`config.mk`:
```
export PLATFORM = sky130hd
export DESIGN_NAME = sram_async_ctrl
export DESIGN_NICKNAME = d
export VERILOG_FILES = /design/src/rtl/sram_ctrl_pkg.sv /design/src/rtl/sram_ctrl_timer.sv /design/src/rtl/sram_ctrl_fsm.sv /design/src/rtl/sram_ctrl_datapath.sv /design/src/rtl/sram_async_ctrl.sv
export SDC_FILE = /design/constraint.sdc
export NUM_CORES = 1
export LEC_CHECK = 0
export BUFFER_PORTS_ARGS = -buffer_cell sky130_fd_sc_hd__buf_2
export CORE_ASPECT_RATIO = 0.6
export CORE_MARGIN = 2
export CORE_UTILIZATION = 50
export DETAILED_ROUTE_END_ITERATION = 8
export PLACE_DENSITY = 0.87
export SYNTH_ARGS = -nofsm -noshare
export SYNTH_HDL_FRONTEND = slang
export SYNTH_SLANG_ARGS = --single-unit
export TNS_END_PERCENT = 100
```
`constraint.sdc`:
```
create_clock -name clk -period 5.1 [get_ports clk]
set_clock_uncertainty 0.2 [all_clocks]
set_input_delay 1.02 -clock clk [delete_from_list [all_inputs] [get_ports clk]]
set_output_delay 1.02 -clock clk [all_outputs]
set_load 0.03 [all_outputs]
```
`src/rtl/sram_ctrl_pkg.sv`:
```
// Shared types and helpers for the asynchronous SRAM controller.
// Assumes: timing values are given in picoseconds as positive integers.
package sram_ctrl_pkg;

    typedef enum logic [2:0] {
        ST_IDLE,
        ST_READ,
        ST_TURN,
        ST_WPULSE,
        ST_WEND
    } ctrl_state_e;

    // Whole clock cycles covering a time, rounded up.
    function automatic int cyc_ceil(input int t_ps, input int clk_ps);
        return (t_ps + clk_ps - 1) / clk_ps;
    endfunction

    function automatic int imax(input int a, input int b);
        return (a > b) ? a : b;
    endfunction

endpackage

```
`src/rtl/sram_ctrl_timer.sv`:
```
// Down counter that times each phase of a memory cycle.
// Assumes: load values are phase length minus one; done means the current
// cycle is the last of the phase.
module sram_ctrl_timer #(
    parameter int CNT_W = 2
) (
    input  logic             clk,
    input  logic             rst_n,
    input  logic             load,
    input  logic [CNT_W-1:0] load_val,
    output logic             done
);

    logic [CNT_W-1:0] cnt_q;

    // Load at a phase start, otherwise count down to zero and hold.
    always_ff @(posedge clk) begin
        if (!rst_n) begin
            cnt_q <= '0;
        end else if (load) begin
            cnt_q <= load_val;
        end else if (cnt_q != '0) begin
            cnt_q <= cnt_q - 1'b1;
        end
    end

    assign done = (cnt_q == '0);

endmodule

```
`src/rtl/sram_ctrl_fsm.sv`:
```
// Cycle sequencer: chooses the phase, runs the timer and produces
// registered, glitch-free memory strobes, driver enable and acknowledge.
// Assumes: phase lengths are at least one cycle each.
module sram_ctrl_fsm
    import sram_ctrl_pkg::*;
#(
    parameter int CNT_W    = 2,
    parameter int RD_CYC   = 2,
    parameter int WP_CYC   = 1,
    parameter int TURN_CYC = 1
) (
    input  logic             clk,
    input  logic             rst_n,
    input  logic             req,
    input  logic             req_we,
    input  logic             t_done,
    output logic             t_load,
    output logic [CNT_W-1:0] t_val,
    output logic             accept,
    output logic             cap_en,
    output logic             ready,
    output logic             ack,
    output logic             ce_n,
    output logic             oe_n,
    output logic             we_n,
    output logic             drv
);

    localparam logic [CNT_W-1:0] RD_LOAD   = CNT_W'(RD_CYC - 1);
    localparam logic [CNT_W-1:0] WP_LOAD   = CNT_W'(WP_CYC - 1);
    localparam logic [CNT_W-1:0] TURN_LOAD = CNT_W'(TURN_CYC - 1);

    ctrl_state_e state_q, state_nxt;

    // Next phase and timer loads from the current phase.
    always_comb begin
        state_nxt = state_q;
        t_load    = 1'b0;
        t_val     = '0;
        accept    = 1'b0;
        cap_en    = 1'b0;
        unique case (state_q)
            ST_IDLE: begin
                if (req) begin
                    accept = 1'b1;
                    t_load = 1'b1;
                    if (req_we) begin
                        state_nxt = ST_WPULSE;
                        t_val     = WP_LOAD;
                    end else begin
                        state_nxt = ST_READ;
                        t_val     = RD_LOAD;
                    end
                end
            end
            ST_READ: begin
                if (t_done) begin
                    cap_en    = 1'b1;
                    state_nxt = ST_TURN;
                    t_load    = 1'b1;
                    t_val     = TURN_LOAD;
                end
            end
            ST_TURN: begin
                if (t_done) state_nxt = ST_IDLE;
            end
            ST_WPULSE: begin
                if (t_done) state_nxt = ST_WEND;
            end
            ST_WEND: begin
                state_nxt = ST_IDLE;
            end
            default: state_nxt = ST_IDLE;
        endcase
    end

    // Phase register and strobes registered from the next phase.
    always_ff @(posedge clk) begin
        if (!rst_n) begin
            state_q <= ST_IDLE;
            ce_n    <= 1'b1;
            oe_n    <= 1'b1;
            we_n    <= 1'b1;
            drv     <= 1'b0;
            ack     <= 1'b0;
        end else begin
            state_q <= state_nxt;
            ce_n    <= !(state_nxt inside {ST_READ, ST_WPULSE, ST_WEND});
            oe_n    <= !(state_nxt == ST_READ);
            we_n    <= !(state_nxt == ST_WPULSE);
            drv     <= (state_nxt inside {ST_WPULSE, ST_WEND});
            ack     <= t_done && (state_q inside {ST_READ, ST_WPULSE});
        end
    end

    assign ready = (state_q == ST_IDLE);

    p_ack_one_cycle_r3: assert property (@(posedge clk) disable iff (!rst_n)
        ack |=> !ack);

    p_we_inside_ce_r4: assert property (@(posedge clk) disable iff (!rst_n)
        !we_n |-> !ce_n);

    p_oe_off_in_write_r4: assert property (@(posedge clk) disable iff (!rst_n)
        !we_n |-> oe_n);

    p_ready_quiet_r7: assert property (@(posedge clk) disable iff (!rst_n)
        ready |-> (ce_n && !drv));

endmodule

```
`src/rtl/sram_ctrl_datapath.sv`:
```
// Holds address and write data for the whole cycle and captures read data.
// Assumes: accept only occurs while idle, so held values stay stable
// through every phase of a cycle.
module sram_ctrl_datapath #(
    parameter int ADDR_W = 15,
    parameter int DATA_W = 8
) (
    input  logic              clk,
    input  logic              rst_n,
    input  logic              accept,
    input  logic              cap_en,
    input  logic [ADDR_W-1:0] req_addr,
    input  logic [DATA_W-1:0] req_wdata,
    input  logic [DATA_W-1:0] dq_in,
    output logic [ADDR_W-1:0] addr_q,
    output logic [DATA_W-1:0] wdata_q,
    output logic [DATA_W-1:0] rdata_q
);

    // Latch request fields at acceptance.
    always_ff @(posedge clk) begin
        if (!rst_n) begin
            addr_q  <= '0;
            wdata_q <= '0;
        end else if (accept) begin
            addr_q  <= req_addr;
            wdata_q <= req_wdata;
        end
    end

    // Capture memory output on the last read cycle.
    always_ff @(posedge clk) begin
        if (!rst_n) begin
            rdata_q <= '0;
        end else if (cap_en) begin
            rdata_q <= dq_in;
        end
    end

endmodule

```
`src/rtl/sram_async_ctrl.sv`:
```
// Top level: synchronous request port to an asynchronous byte-wide SRAM.
// Assumes: timing parameters are the memory's minimums in picoseconds and
// CLK_PS is the system clock period; all counts round up.
module sram_async_ctrl
    import sram_ctrl_pkg::*;
#(
    parameter int ADDR_W  = 15,
    parameter int DATA_W  = 8,
    parameter int CLK_PS  = 10000,
    parameter int T_AA_PS = 10000,
    parameter int T_RC_PS = 10000,
    parameter int T_OE_PS = 5000,
    parameter int T_WP_PS = 8000,
    parameter int T_AW_PS = 9000,
    parameter int T_DW_PS = 6000,
    parameter int T_WC_PS = 10000,
    parameter int T_HZ_PS = 2000
) (
    input  logic              clk,
    input  logic              rst_n,
    input  logic              req,
    input  logic              req_we,
    input  logic [ADDR_W-1:0] req_addr,
    input  logic [DATA_W-1:0] req_wdata,
    output logic              ready,
    output logic              ack,
    output logic [DATA_W-1:0] rdata,
    output logic              mem_ce_n,
    output logic              mem_oe_n,
    output logic              mem_we_n,
    output logic [ADDR_W-1:0] mem_addr,
    output logic [DATA_W-1:0] mem_dq_out,
    input  logic [DATA_W-1:0] mem_dq_in,
    output logic              mem_dq_oe
);

    // phase lengths in cycles, each minimum rounded up; one extra read
    // cycle of margin for sampling the asynchronous output.
    localparam int RD_CYC = imax(imax(cyc_ceil(T_AA_PS, CLK_PS),
                                      cyc_ceil(T_RC_PS, CLK_PS)),
                                 cyc_ceil(T_OE_PS, CLK_PS)) + 1;
    localparam int WP_CYC = imax(imax(cyc_ceil(T_WP_PS, CLK_PS),
                                      cyc_ceil(T_AW_PS, CLK_PS)),
                                 imax(cyc_ceil(T_DW_PS, CLK_PS),
                                      imax(cyc_ceil(T_WC_PS, CLK_PS) - 1, 1)));
    localparam int TURN_CYC = imax(cyc_ceil(T_HZ_PS, CLK_PS), 1);
    localparam int MAX_CYC  = imax(imax(RD_CYC, WP_CYC), TURN_CYC);
    localparam int CNT_W    = $clog2(MAX_CYC + 1);

    logic             t_load;
    logic [CNT_W-1:0] t_val;
    logic             t_done;
    logic             accept;
    logic             cap_en;

    sram_ctrl_timer #(
        .CNT_W (CNT_W)
    ) u_timer (
        .clk      (clk),
        .rst_n    (rst_n),
        .load     (t_load),
        .load_val (t_val),
        .done     (t_done)
    );

    sram_ctrl_fsm #(
        .CNT_W    (CNT_W),
        .RD_CYC   (RD_CYC),
        .WP_CYC   (WP_CYC),
        .TURN_CYC (TURN_CYC)
    ) u_fsm (
        .clk    (clk),
        .rst_n  (rst_n),
        .req    (req),
        .req_we (req_we),
        .t_done (t_done),
        .t_load (t_load),
        .t_val  (t_val),
        .accept (accept),
        .cap_en (cap_en),
        .ready  (ready),
        .ack    (ack),
        .ce_n   (mem_ce_n),
        .oe_n   (mem_oe_n),
        .we_n   (mem_we_n),
        .drv    (mem_dq_oe)
    );

    sram_ctrl_datapath #(
        .ADDR_W (ADDR_W),
        .DATA_W (DATA_W)
    ) u_dp (
        .clk       (clk),
        .rst_n     (rst_n),
        .accept    (accept),
        .cap_en    (cap_en),
        .req_addr  (req_addr),
        .req_wdata (req_wdata),
        .dq_in     (mem_dq_in),
        .addr_q    (mem_addr),
        .wdata_q   (mem_dq_out),
        .rdata_q   (rdata)
    );

    p_no_contention_r5: assert property (@(posedge clk) disable iff (!rst_n)
        mem_dq_oe |-> mem_oe_n);

    p_addr_stable_r2: assert property (@(posedge clk) disable iff (!rst_n)
        (!mem_ce_n && !$past(mem_ce_n)) |-> $stable(mem_addr));

    p_end_holds_data_r8: assert property (@(posedge clk) disable iff (!rst_n)
        ($rose(mem_we_n) && !mem_ce_n) |-> (mem_dq_oe && $stable(mem_dq_out)));

    p_release_after_read_r6: assert property (@(posedge clk) disable iff (!rst_n)
        $rose(mem_oe_n) |-> (mem_ce_n && !mem_dq_oe));

endmodule

```
* Word level (Yosys, flattened, before mapping)
Cells that the tools add are included.
W data, S select, Z words.
** Storage, ports and cells
- Output and inout port bits :: 37
- Register bits :: 41
- Input port bits :: 35
- Word-level logic and storage cells :: 44
** Operators by class
- Add/subtract/negate cells :: 1
- Reduce and logical (&&, ||, !) cells :: 11
- Eq/ne operators :: 6
- Muxes and demuxes :: 16
** Operator list (count)
- $mux W3 :: 4
- $pmux W3 S4 :: 1
- $mux W2 :: 5
- $eq A3 B2 Y1 const B :: 3
- $reduce_bool A2 Y1 :: 4
- $eq A3 B1 Y1 const B :: 2
- $mux W1 :: 5
- $eq A3 B3 Y1 const B :: 1
- $logic_not A1 Y1 :: 3
- $logic_not A3 Y1 :: 1
- $reduce_bool A3 Y1 :: 1
- $logic_not A2 Y1 :: 1
- $pmux W1 S2 :: 1
- $sub A2 B1 Y2 const B :: 1
- $logic_and A1 B1 Y1 :: 1

* Longest topological paths before layout
- Word-level depth :: 6
- Mapped depth :: 7

* Modules after synthesis
A second synthesis with hierarchy kept.
** Unflattened totals
- Cells, all modules :: 148
- Area total of the unflattened synthesis :: 1669.1 µm²
** Modules (own cells, without submodules)
- sram_ctrl_datapath :: instances 1, cells each 100, area each 1194.9 µm²
- sram_ctrl_fsm :: instances 1, cells each 35, area each 350.3 µm²
- sram_ctrl_timer :: instances 1, cells each 13, area each 123.9 µm²

* Least setup slack after synthesis
No wires, ideal clock.
- Path kind :: register to output
- Start point :: register u_fsm.state_q[0]
- End point :: output ready
- Arrival :: 1.120 ns
- Data required time :: 3.880 ns
- Stages on the path, launching flop included :: 3
- Setup slack :: 2.760 ns
- Path through :: dfxtp_1 -> buf_4 -> nor3_1
** On the way
- Longest elaborated chain between the ends :: 1
** Ends and longest elaborated chain
- start: declaration :: RTL line sram_ctrl_fsm.sv:33 : ctrl_state_e state_q, state_nxt;
- start signal: assignment :: RTL line sram_ctrl_fsm.sv:87 : state_q <= state_nxt;
- $logic_not A3 Y1 :: RTL line sram_ctrl_fsm.sv:96 : assign ready = (state_q == ST_IDLE);
- end: declaration :: RTL line sram_async_ctrl.sv:25 : output logic ready,
No other way between the ends.

* Worst setup path in the final report
- Start point :: register u_fsm.state_q[2]
- End point :: output ready
The elaborated chain is that of the path after synthesis.

==> out/summary.txt <==
Sequential share of power - 0.460
Initial antenna violation count - 0
Synthesized area per cell - 9.706 um2
Syn nets - 205
Pwr Total - 0.8339 mW
Global-route wire length before repair - 5485 um
Period utilization - 0.4552
Slowest stage cell, crit path - dfxtp_1
Fmax achieved - 430.7 MHz
Routed WL per cell - 11.31 um
Worst Path Max Fanout - 8
Wire length on met3 - 259 um
Synth Warn # - 0
Root buffer cell - clkbuf_8
Reg2reg setup slack - 3270 ps
GRT Residual Overflow - 0
Global Route Usage Sum - 0.1865
Port bufs - 71
Crit path cell chain - nor3_1, buf_2
Met1 wire length - 1590 um
Startpoint Class - flop
Worst r2r path cells - 5
Final min period - 2322 ps
PD cells - 407.1 nW/um2
Clock sinks - 41
Internal power - 0.5532 mW
Pin count of the biggest net entering global routing - 37
Footprint of the multi-input gates - 714.4 um2
Post-route ant nets - 0
Final hold vios - 0
Worst hold path class - flop to flop
Vias - 1288
Die ar. - 3770 um2
Chip width - 77.95 um
Post-synth cell types - 33
Main synth FF type - dfxtp_1
FFs w/ async S/R, synth - 0
CTS Buf Count - 5
HPWL Detailed - 2152 um
Max-slew violations - 0
Hold-fix buffers, CTS - 0
Comb pwr share - 0.293
Nets - 271
Worst Path Class, Setup - flop to output port
Max_slew headroom - 0.6688
Synthesized area - 1640 um2
Outcome - finished, final reports clean
Vias in the first global route - 1234
Setup TNS - 0 ps
Area grow syn2layout - 24.87%
Seq/Total Area, Yosys - 0.5004
Post-Syn Instances - 169
Switching part of the total - 0.3366
Post-CTS Setup Bufs - 0
Met2 routed wirelength - 1280 um
Initial DRC count - 41
Sequential Area - 820.8 um2
Max stage delay on crit path - 400 ps
DRC - 0
CTS clk-pin slew, worst paths - 70 ps
Ports - 72
# setup viols final - 0
Startpoint of the worst hold path - u_dp.wdata_q[4]
N_diodes - 0
CTS tree - built
Clk Latency, worst-skew pair - 280 ps
Final wirelength - 3167 um
CP Capture Type - output port
Req. time, crit path - 3880 ps
EDFF count, synth - 0
Resize count post-CTS - 0
Hold-critical path endpoint - u_dp.wdata_q[4]
P_sw - 0.2807 mW
WP data arrival - 1100 ps
Share of layout cells above drive strength 1 - 0.3915
Hold Path Cell Cnt - 2
Final GP Congestion - 0.7294
Initial DRT Pass Iterations - 4
Cell Rows - 16
Core Region - 3203 um2
Worst r2r dst - u_dp.rdata_q[3]
Worst R2R Start - u_timer.cnt_q[0]
CTS H-tree depth - 2
Starting Density - 0.5121
Via-to-Cell Ratio - 4.600
Worst VDD drop - 0.0002230 V
CTS Buffer Depth - 2
Die Y-Extent - 48.37 um
Clock group share of total power - 0.247
Leakage - 0.9454 nW
DR top layer - met4
Synth Register Bits - 41
Filler cells - 295
Slew @ Worst Pin - 496.8 ps
Max cap viols - 0
RSZ-0062 raised after global routing - false
## stage by stage
stage                     cells  setup slack, ps  cell area [um2]  hold slack [ps]  utilization
after floorplan             169             2760             1640            299.7            -
after global placement      273             2813             1962            239.6       0.6125
after detailed placement    273             2769             1962            243.2       0.6125
after CTS                   280             2759             2048            253.2       0.6395
after global routing        280             2706             2048            268.4       0.6395
final                       280             2778             2048            249.0       0.6395
## layout make-up
class	instances	share of cell area
Clock buffer	7	0.04215
Inverter	2	0.003665
Multi-Input combinational cell	113	0.3488
Sequential cell	41	0.4007
Tap cell	45	0.02749
Timing Repair Buffer	72	0.1772
## worst max-delay path, delay by kind of cell (launching register included)
family                 cells  cell delay, ps
flip-flops                 1             400
buffers and inverters      1             220
AND/OR/NAND/NOR            1             200
## metal layers
| layer | up-vias | global-route usage |
|---|---|---|
| met5 | - | 0 |
| met4 | 0 | 0.07018 |
| met3 | 5 | 0.06903 |
| met2 | 49 | 0.2830 |
| met1 | 548 | 0.2443 |
| li1 | 686 | - |
## synthesized netlist by cell type, drive strengths merged, types with 2 or more instances
library cell | number | share of area
inv | 2 | 0.0046
clkbuf | 3 | 0.0069
a21boi | 23 | 0.11
dfxtp | 41 | 0.50
nor2 | 4 | 0.0092
mux2i | 8 | 0.049
nand2b | 2 | 0.0076
nor2b | 8 | 0.031
nor3 | 2 | 0.0061
buf | 10 | 0.053
nand2 | 48 | 0.12
a21oi | 3 | 0.011
nor4b | 2 | 0.020
## sequential cells by signal, indices dropped and copies added (netlist names)
signal	flops
u_fsm.we_n	1
u_timer.cnt_q	2
u_fsm.drv	1
u_fsm.state_q	3
u_fsm.ack	1
u_dp.wdata_q	8
u_fsm.ce_n	1
u_dp.addr_q	15
u_dp.rdata_q	8
u_fsm.oe_n	1
## layout by cell type (no fill, tap or decap), types with 2 or more instances in the layout
cell / Yosys / layout
a21boi_0: 3 / 3
a21boi_1: 20 / 20
nor2_1: 4 / 4
buf_2: 5 / 71
a21oi_1: 2 / 2
nor3_1: 2 / 2
dfxtp_1: 41 / 41
inv_1: 2 / 2
mux2i_1: 8 / 8
nand2_2: 9 / 9
clkbuf_8: 0 / 6
nand2_1: 39 / 39
nor2b_1: 8 / 8
nand2b_1: 2 / 2
## worst max-delay path by stage
stage | endpoint | slack, ps | startpoint | cells after the start
5_1_grt | ready | 2710 | u_fsm.state_q[0] | 2
2_1_floorplan | ready | 2760 | u_fsm.state_q[0] | 2
3_3_place_gp | u_timer.cnt_q[0] | 2810 | req | 4
4_1_cts | ready | 2760 | u_fsm.state_q[0] | 2
6_report | ready | 2780 | u_fsm.state_q[2] | 2
3_5_place_dp | u_dp.addr_q[0] | 2770 | req | 4
## cell families after synthesis
family	count (synthesis)	share of synthesized area
AOI/OAI and AO/OA	30	0.1373
xor gates and xnor gates	1	0.005340
adders and majority gates	1	0.007627
buffers and inverters	15	0.06407
DFF	41	0.5004
muxes	8	0.04882
and+or+nand+nor	73	0.2365
## power by group through the flow
stage	Clock, mW	Combinational, mW	Sequential (mW)
final	0.206	0.245	0.383
after floorplan	0	0.141	0.443
after detailed placement	0	0.246	0.390
after CTS	0.212	0.247	0.383
after global placement	0	0.241	0.389
after global routing	0.229	0.270	0.389
No activity file was read; power rests on OpenSTA's default activity.
